### config.mk
export PLATFORM = sky130hd
export DESIGN_NAME = pta_top
export DESIGN_NICKNAME = d
export VERILOG_FILES = /design/src/rtl/pta_pkg.sv /design/src/rtl/pta_sum_or.sv /design/src/rtl/pta_mask_store.sv /design/src/rtl/pta_cfg_check.sv /design/src/rtl/pta_top.sv
export SDC_FILE = /design/constraint.sdc
export NUM_CORES = 1
export LEC_CHECK = 0
export ABC_AREA = 1
export CORE_MARGIN = 2
export CORE_UTILIZATION = 50
export DETAILED_ROUTE_END_ITERATION = 8
export PLACE_DENSITY = 0.71
export REMOVE_ABC_BUFFERS = 1
export SYNTH_ARGS = -nofsm -noshare
export SYNTH_HDL_FRONTEND = slang
export SYNTH_HIERARCHICAL = 1
export SYNTH_SLANG_ARGS = --single-unit
### constraint.sdc
create_clock -name clk -period 4 [get_ports clk]
set_input_delay 0.4 -clock clk [delete_from_list [all_inputs] [get_ports clk]]
set_output_delay 0.4 -clock clk [all_outputs]
set_load 0.005 [all_outputs]
### src/rtl/pta_pkg.sv
package pta_pkg;

   // first term of a macrocell's window, clipped to the pool
   function automatic int unsigned win_lo(input int unsigned mc,
                                          input int unsigned grp,
                                          input int unsigned n_pt,
                                          input int unsigned win);
      int unsigned s;
      s = grp * (mc / grp) + (mc % grp);
      if (s + win > n_pt) s = n_pt - win;
      return s;
   endfunction

   function automatic int unsigned clog2c(input int unsigned v);
      int unsigned r;
      r = 1;
      while ((1 << r) < v) r++;
      return r;
   endfunction

endpackage

### src/rtl/pta_sum_or.sv
module pta_sum_or
   import pta_pkg::*;
#(
   parameter int unsigned N_MC = 16,
   parameter int unsigned N_PT = 80,
   parameter int unsigned WIN  = 16,
   parameter int unsigned GRP  = 4
) (
   input  logic [N_PT-1:0]          pt_i,
   input  logic [N_MC-1:0][WIN-1:0] mask_i,
   output logic [N_MC-1:0]          sum_o
);
   for (genvar i = 0; i < N_MC; i++) begin : g_mc
      localparam int unsigned LO = win_lo(i, GRP, N_PT, WIN);
      logic [WIN-1:0] sel;
      // every macrocell uses the full window: equal depth for any mask
      assign sel = pt_i[LO +: WIN] & mask_i[i];
      if (WIN > 8) begin : g_split
         localparam int unsigned HALF = WIN / 2;
         logic lo_or, hi_or;
         assign lo_or = |sel[HALF-1:0];
         assign hi_or = |sel[WIN-1:HALF];
         assign sum_o[i] = lo_or | hi_or;
      end else begin : g_flat
         assign sum_o[i] = |sel;
      end
   end
endmodule

### src/rtl/pta_mask_store.sv
module pta_mask_store #(
   parameter int unsigned N_MC = 16,
   parameter int unsigned WIN  = 16,
   parameter int unsigned IDX_W = 4
) (
   input  logic                     clk,
   input  logic                     rst_n,
   input  logic                     wr_i,
   input  logic [IDX_W-1:0]         idx_i,
   input  logic [WIN-1:0]           local_mask_i,
   output logic [N_MC-1:0][WIN-1:0] mask_o
);
   for (genvar i = 0; i < N_MC; i++) begin : g_slot
      always_ff @(posedge clk or negedge rst_n) begin
         if (!rst_n)
            mask_o[i] <= '0;
         else if (wr_i && (idx_i == IDX_W'(i)))
            mask_o[i] <= local_mask_i;
      end
   end
endmodule

### src/rtl/pta_cfg_check.sv
module pta_cfg_check
   import pta_pkg::*;
#(
   parameter int unsigned N_MC    = 16,
   parameter int unsigned N_PT    = 80,
   parameter int unsigned WIN     = 16,
   parameter int unsigned GRP     = 4,
   parameter int unsigned MAX_SEL = 16,
   parameter int unsigned IDX_W   = 4
) (
   input  logic [N_MC-1:0][WIN-1:0] mask_i,
   input  logic [IDX_W-1:0]         idx_i,
   input  logic [N_PT-1:0]          req_i,
   output logic [WIN-1:0]           local_o,
   output logic                     reject_o
);
   localparam int unsigned NGRP  = N_MC / GRP;
   localparam int unsigned LO_W  = clog2c(N_PT);
   localparam int unsigned CNT_W = clog2c(N_PT + 1) + 1;

   logic [N_MC-1:0][N_PT-1:0] abs_use;
   logic [NGRP-1:0][N_PT-1:0] grp_use;
   logic [N_PT-1:0]           foreign;
   logic [N_PT-1:0]           win_vec;
   logic [LO_W-1:0]           lo_idx;
   logic                      bad_win, bad_cnt, bad_share;

   // absolute term usage of each stored mask
   for (genvar i = 0; i < N_MC; i++) begin : g_abs
      localparam int unsigned LO = win_lo(i, GRP, N_PT, WIN);
      assign abs_use[i] = {{(N_PT-WIN){1'b0}}, mask_i[i]} << LO;
   end

   for (genvar g = 0; g < NGRP; g++) begin : g_grp
      always_comb begin
         grp_use[g] = '0;
         for (int k = 0; k < GRP; k++)
            grp_use[g] = grp_use[g] | abs_use[g*GRP + k];
      end
   end

   always_comb begin
      foreign = '0;
      for (int g = 0; g < NGRP; g++)
         if (int'(idx_i) / GRP != g) foreign = foreign | grp_use[g];
   end

   assign lo_idx  = LO_W'(win_lo(int'(idx_i), GRP, N_PT, WIN));
   assign win_vec = {{(N_PT-WIN){1'b0}}, {WIN{1'b1}}} << lo_idx;
   assign bad_win = |(req_i & ~win_vec);
   assign bad_share = |(req_i & foreign);
   assign local_o = WIN'(req_i >> lo_idx);

   if (MAX_SEL >= N_PT) begin : g_no_cnt
      assign bad_cnt = 1'b0;
   end else begin : g_cnt
      logic [CNT_W-1:0] cnt;
      always_comb begin
         cnt = '0;
         for (int n = 0; n < N_PT; n++)
            cnt = cnt + CNT_W'(req_i[n]);
      end
      assign bad_cnt = (cnt > CNT_W'(MAX_SEL));
   end

   assign reject_o = bad_win | bad_cnt | bad_share;
endmodule

### src/rtl/pta_top.sv
module pta_top #(
   parameter int unsigned N_MC    = 16,
   parameter int unsigned N_PT    = 80,
   parameter int unsigned WIN     = 16,
   parameter int unsigned GRP     = 4,
   parameter int unsigned MAX_SEL = 16,
   localparam int unsigned IDX_W  = pta_pkg::clog2c(N_MC)
) (
   input  logic             clk,
   input  logic             rst_n,
   input  logic [N_PT-1:0]  pt_i,
   input  logic             cfg_we_i,
   input  logic [IDX_W-1:0] cfg_idx_i,
   input  logic [N_PT-1:0]  cfg_mask_i,
   output logic [N_MC-1:0]  sum_o,
   output logic             cfg_err_o
);
   if (WIN > N_PT) begin : g_bad_win
      $error("window wider than term pool");
   end
   if (N_MC % GRP != 0) begin : g_bad_grp
      $error("macrocell count must be a multiple of the group size");
   end
   if ((1 << IDX_W) != N_MC) begin : g_bad_idx
      $error("macrocell count must be a power of two");
   end

   logic [N_MC-1:0][WIN-1:0] mask_q;
   logic [WIN-1:0]           wr_local;
   logic                     wr_reject;
   logic                     wr_ok;

   pta_cfg_check #(
      .N_MC(N_MC), .N_PT(N_PT), .WIN(WIN), .GRP(GRP),
      .MAX_SEL(MAX_SEL), .IDX_W(IDX_W)
   ) u_check (
      .mask_i  (mask_q),
      .idx_i   (cfg_idx_i),
      .req_i   (cfg_mask_i),
      .local_o (wr_local),
      .reject_o(wr_reject)
   );

   assign wr_ok = cfg_we_i & ~wr_reject;

   pta_mask_store #(.N_MC(N_MC), .WIN(WIN), .IDX_W(IDX_W)) u_store (
      .clk         (clk),
      .rst_n       (rst_n),
      .wr_i        (wr_ok),
      .idx_i       (cfg_idx_i),
      .local_mask_i(wr_local),
      .mask_o      (mask_q)
   );

   pta_sum_or #(.N_MC(N_MC), .N_PT(N_PT), .WIN(WIN), .GRP(GRP)) u_sum (
      .pt_i  (pt_i),
      .mask_i(mask_q),
      .sum_o (sum_o)
   );

   always_ff @(posedge clk or negedge rst_n) begin
      if (!rst_n)        cfg_err_o <= 1'b0;
      else if (cfg_we_i) cfg_err_o <= wr_reject;
   end
endmodule

* Word-level counts from Yosys, hierarchy flattened
Cells that the tools add are included.
Word-level totals: output and inout port bits 17, register bits 257, input port bits 167
Cells by class: shift-type cells 2, $add $sub $neg 81, eq/ne operators 18, bitwise gates (word level) 54, $lt $le $gt $ge 2, mux-type cells 5, reductions and logical operators 52
Operator list (count):
- $add A8 B1 Y8 | 78
- $mux W80 | 4
- $and A16 B16 Y16 | 16
- $reduce_or A8 Y1 | 32
- $or A80 B80 Y80 | 3
- $and A80 B80 Y80 | 2
- $reduce_or A80 Y1 | 2
- $not A80 Y80 | 1
- $or A80 B18 Y80 | 1
- $or A80 B19 Y80 | 1
- $or A80 B22 Y80 | 1
- $or A80 B23 Y80 | 1
- $or A80 B26 Y80 | 1
- $or A80 B27 Y80 | 1
- $or A80 B30 Y80 | 1
- $or A80 B31 Y80 | 1
- $shl A16 B7 Y80 const A | 1
- $shr A80 B7 Y16 | 1
- $add A32 B5 Y32 const B | 1
- $eq A4 B4 Y1 const B | 8
- $gt A32 B7 Y1 const B | 1
- $reduce_bool A32 Y1 | 1
- $or A28 B29 Y29 | 1
- $or A24 B25 Y25 | 1
- 16 further kinds | 53

* Depth between registers and ports, before layout
word-level depth 85, mapped depth 35

* By module
The synthesis kept the hierarchy.
Modules (own cells, without submodules):
- pta_mask_store | area each 10766.6 sq um, instances 1, cells an instance 1231
- pta_cfg_check | area each 4963.5 sq um, instances 1, cells an instance 873
- pta_sum_or | area each 2288.4 sq um, instances 1, cells an instance 578
- pta_top | area each 43.8 sq um, instances 1, cells an instance 6

* Worst setup path before layout
OpenSTA, ideal clock, no wires.
kind input port to flip-flop, start in cfg_mask_i[35], end reg u_store/mask_o[10] in the netlist's numbering, required time 3.883 ns, setup slack -2.811 ns, arrival 6.694 ns, stages 30, cell sequence inv_1 > fa_1 > inv_1 > fa_1 > inv_1 > fa_1 > inv_1 > fa_1 > inv_1 > fa_1 > fa_1 > fa_1 > fa_1 > inv_1 > ha_1 > fa_1 > xor2_1 > nor3_1 > o21ai_0 > nand2_1 > inv_1 > nor2_1 > nand3_1 > nor2_1 > buf_2 > buf_2 > nand3_1 > clkbuf_1 > nand2_1 > nand2_1
On the way: longest elaborated chain between the ends 51, elaborated cells between the ends (all ways) 56, those cells by class add/sub (45); order compare (1); shift (1); bitwise (6); reduce/logical (3)
Ends and longest elaborated chain:
- from (decl) | RTL line pta_top.sv:14 | input logic [N_PT-1:0] cfg_mask_i,
- $add A8 B1 Y8 (45 in series) | RTL line pta_cfg_check.sv:61 | cnt = cnt + CNT_W'(req_i[n]);
- $gt A8 B5 Y1 | RTL line pta_cfg_check.sv:63 | assign bad_cnt = (cnt > CNT_W'(MAX_SEL));
- $or A1 B1 Y1 | RTL line pta_cfg_check.sv:66 | assign reject_o = bad_win | bad_cnt | bad_share;
- $or A1 B1 Y1 (*) | RTL line pta_cfg_check.sv:66
- named net wr_reject | RTL line pta_top.sv:30 | logic wr_reject;
- $not A1 Y1 (*) | RTL line pta_top.sv:44 | assign wr_ok = cfg_we_i & ~wr_reject;
- $and A1 B1 Y1 (*) | RTL line pta_top.sv:44
- named net wr_ok | RTL line pta_top.sv:31 | logic wr_ok;
- $logic_and A1 B1 Y1 (*) | RTL line pta_mask_store.sv:17 | else if (wr_i && (idx_i == IDX_W'(i)))
- to (signal, indexed assignment) | RTL line pta_mask_store.sv:18 | mask_o[i] <= local_mask_i;
- to (decl) | RTL line pta_mask_store.sv:11 | output logic [N_MC-1:0][WIN-1:0] mask_o
Mark *: on every way through the listed nets, which the timed path passes. The rest lies on a longest branch. A chain may end at the register's enable or synchronous reset.

* Final worst setup path
start in cfg_mask_i[7], end reg u_store/mask_o[11] in the netlist's numbering
On the way: longest elaborated chain between the ends 79, elaborated cells between the ends (all ways) 84, those cells by class add/sub (73); order compare (1); shift (1); bitwise (6); reduce/logical (3)
Ends and longest elaborated chain (RTL line):
- $add A8 B1 Y8 (73 in series) | pta_cfg_check.sv:61
- $gt A8 B5 Y1 | pta_cfg_check.sv:63
- $or A1 B1 Y1 | pta_cfg_check.sv:66
- $or A1 B1 Y1 (*) | pta_cfg_check.sv:66
- named net wr_reject | pta_top.sv:30
- $not A1 Y1 (*) | pta_top.sv:44
- $and A1 B1 Y1 (*) | pta_top.sv:44
- named net wr_ok | pta_top.sv:31
- $logic_and A1 B1 Y1 (*) | pta_mask_store.sv:17
Marked as above.

==> impl_metrics.env <==
export IMPL_fin_nets=3130
export IMPL_dp_cells=3289
export IMPL_path_max_fanout=16
export IMPL_drv_cap=0
export IMPL_num_vias=18600
export IMPL_stdcell_count=3362
export IMPL_critPathKind="input pin to register"
export IMPL_placed_area_mm2=0.0206
export IMPL_place_gp_congestion=0.983
export IMPL_leakage_nw=12.1
export IMPL_cts_sinks=257
export IMPL_worst_slew_pin_slew_ns=1.05
export IMPL_setup_violations_final=257
export IMPL_dp_slack_ns=-3.71
export IMPL_yosys_warnings=6
export IMPL_rsz0062_at_grt="yes"
export IMPL_fp_dieH_um=194
export IMPL_start_util_pct=50.8
export IMPL_ys_flop_type="dfrtp_1"
export IMPL_htreeDepth=1
export IMPL_synth_distinct_cells=38
export IMPL_hold_path_class="input pin to asynchronous set/reset pin"
export IMPL_core_mm2=0.0356
export IMPL_rows=69
export IMPL_syn_cell_area_mm2=0.0181
export IMPL_grt_pass1_wl_um=105000
export IMPL_hpwl_um=48400
export IMPL_wirelength_um=67600
export IMPL_ys_seq_area_share_pct=35.6
export IMPL_drtIter0Drc=2233
export IMPL_fillCellCount=3339
export IMPL_grt_pass1_vias=18100
export IMPL_grt_usage_pct=35.6
export IMPL_cts_made_buffers=29
export IMPL_crit_required_ns=4.46
export IMPL_period_needed_ns=6.60
export IMPL_ioPinCount=184
export IMPL_cts_buffer_depth=3
export IMPL_ys_seq_elements=257
export IMPL_synthArstFlopShare_pct=100
export IMPL_io_buffers=134
export IMPL_hold_viol=47
export IMPL_synth_most_common_cell="nand2_1"
export IMPL_post_route_period_util_pct=165
export IMPL_yosys_area_top_type_share_pct=35.6
export IMPL_fin_area_mm2=0.0220
export IMPL_overflow=0
export IMPL_area_growth_syn_to_layout_pct=21.7
export IMPL_fp_dieW_um=194
export IMPL_synth_top_cells_by_count="nand2_1, inv_1, dfrtp_1"
export IMPL_yosysTopAreaCell="dfrtp_1"
export IMPL_drtAntennaViolNets=0
export IMPL_max_freq_ghz=0.151
export IMPL_ir_drop_mv=2.25
export IMPL_antenna_found_initial=0
export IMPL_worst_slack_ns=-2.60
export IMPL_failed_checks="negative hold slack, negative setup slack"
export IMPL_rr_worst_depth=17
export IMPL_grt_max_degree=126
export IMPL_endpoint_kind="register"
export IMPL_startpoint_type="input pin"
export IMPL_cts_tree="yes"
export IMPL_synthTopCellsByArea="dfrtp_1, nand2_1, fa_1"
export IMPL_netlist_instances=2688
export IMPL_critPathArrivalTime_ns=7.06
export IMPL_finalCoreUtilization_pct=61.8
export IMPL_clock_skew_ns=0.0209
export IMPL_insertion_delay_ns=0.57
export IMPL_synth_edf_count=0
export IMPL_powerDensity_mw_per_mm2=581
export IMPL_first_pass_iters=7
export IMPL_status="finished, violations left"
export IMPL_drc_errors=0
export IMPL_diodes=0
export IMPL_post_drt_via_cell_ratio=5.54
export IMPL_drive_above_1_share_pct=12.1
export IMPL_postCtsHoldBufs=0
export IMPL_fp_dieArea_mm2=0.0377
export IMPL_relSlewSlack_pct=29.9
export IMPL_holdWs_ns=-0.0795
export IMPL_syn_area_per_cell_um2=6.72
export IMPL_cts_root_buf="clkbuf_16"
export IMPL_post_drt_wl_per_cell_um=20.1
export IMPL_slew_violations=0
export IMPL_path_clk_slew_ns=0.06
[report_power, final]
part | internal, mW | switching [mW]
clock network | 1.55 | 1.13
logic | 2.96 | 4.53
registers | 2.60 | 0.000443
total | 7.12 | 5.66
[layout make-up]
| cell class | count | area, µm² | area share, % |
|---|---|---|---|
| Sequential cell | 257 | 6430 | 29.3 |
| Clock buffer | 46 | 910 | 4.14 |
| Multi-Input combinational cell | 1990 | 9900 | 45.1 |
| Tap cell | 461 | 577 | 2.62 |
| Inverter | 297 | 1130 | 5.14 |
| Clock inverter | 8 | 47.5 | 0.216 |
| Timing Repair Buffer | 303 | 2980 | 13.6 |
[layer usage]
metal	vias up	track usage [%]	wire length (µm)
met5	-	0	0
met4	0	15.7	3550
met3	235	6.31	6850
met2	1059	54.8	29800
met1	8711	49.5	27400
li1	8617	-	-
[state kept, by name, summed over array words and instances (netlist names)]
| register | cells |
|---|---|
| u_store/mask_o | 256 |
| cfg_err_o | 1 |
[timing repair]
| item | CTS | global route |
|---|---|---|
| resized for setup | 202 | 32 |
| buffers inserted | 10 | 1 |
| pin swaps | 68 | 13 |
| gates cloned | 8 | 0 |
| endpoints found under the setup margin | 257 | 257 |
[critical path, stage by stage]
cell and delay [ns]:
clkdlybuf4s15_1 0.20, inv_2 0.05, fa_1 0.49, fa_1 0.47, fa_1 0.62, fa_1 0.46, fa_1 0.49, fa_1 0.56
fa_1 0.45, fa_1 0.52, inv_1 0.04, ha_2 0.17, fa_2 0.35, xor2_1 0.15, nor3_1 0.12, o21ai_1 0.09
nand2_1 0.10, inv_2 0.06, nor2_4 0.10, nand3_2 0.10, nor2_4 0.11, buf_6 0.12, buf_6 0.12, buf_6 0.19
nand3_2 0.16, buf_6 0.22, nand2_1 0.06, nand2_1 0.06
[cell usage in the layout (no fill, tap or decap), drive strengths merged, types with 46 or more instances in the layout]
cell type	synthesis	layout
clkbuf	58	47
fa	69	69
nand2	1307	1307
nand4	129	129
o21bai	64	64
dfrtp	257	257
clkdlybuf4s50	0	93
buf	86	193
inv	293	295
nor2	239	239
nand3	46	46
o21ai	71	71
[worst paths after layout]
| path | slack, ns | endpoint | from |
|---|---|---|---|
| max | -2.60 | u_store/mask_o[11] | cfg_mask_i[7] |
| min | -0.08 | u_store/mask_o[166] | rst_n |
| max reg2reg | 1.04 | u_store/mask_o[11] | u_store/mask_o[81] |
| min reg2reg | 0.50 | u_store/mask_o[63] | u_store/mask_o[63] |
| max in group asynchronous | 2.91 | cfg_err_o | rst_n |
| min in group clk | 0.40 | cfg_err_o | cfg_we_i |
[per-stage QoR]
| stage | hold slack, ns | setup TNS (ns) | total power, mW |
|---|---|---|---|
| floorplan | 0.104 | -1898.38 | 7.22 |
| global placement | 0.460 | -913.20 | 9.21 |
| detailed placement | 0.480 | -934.29 | 9.37 |
| CTS | 0.0178 | -647.19 | 12.6 |
| global route | 0.0262 | -725.73 | 13.6 |
| finish | -0.0795 | -651.41 | 12.8 |
[logic make-up (layout without fill, tap and decap cells)]
logic type	count (synthesis)	count (layout)	share of synthesized area, %
buf+inv	441	654	10.5
mux	5	5	0.277
compound gates	170	170	5.82
simple gates	1728	1728	38.9
flops	257	257	35.6
xor+xnor	2	2	0.0970
fa+ha+maj	85	85	8.76
(Power assumes the default switching activity.)
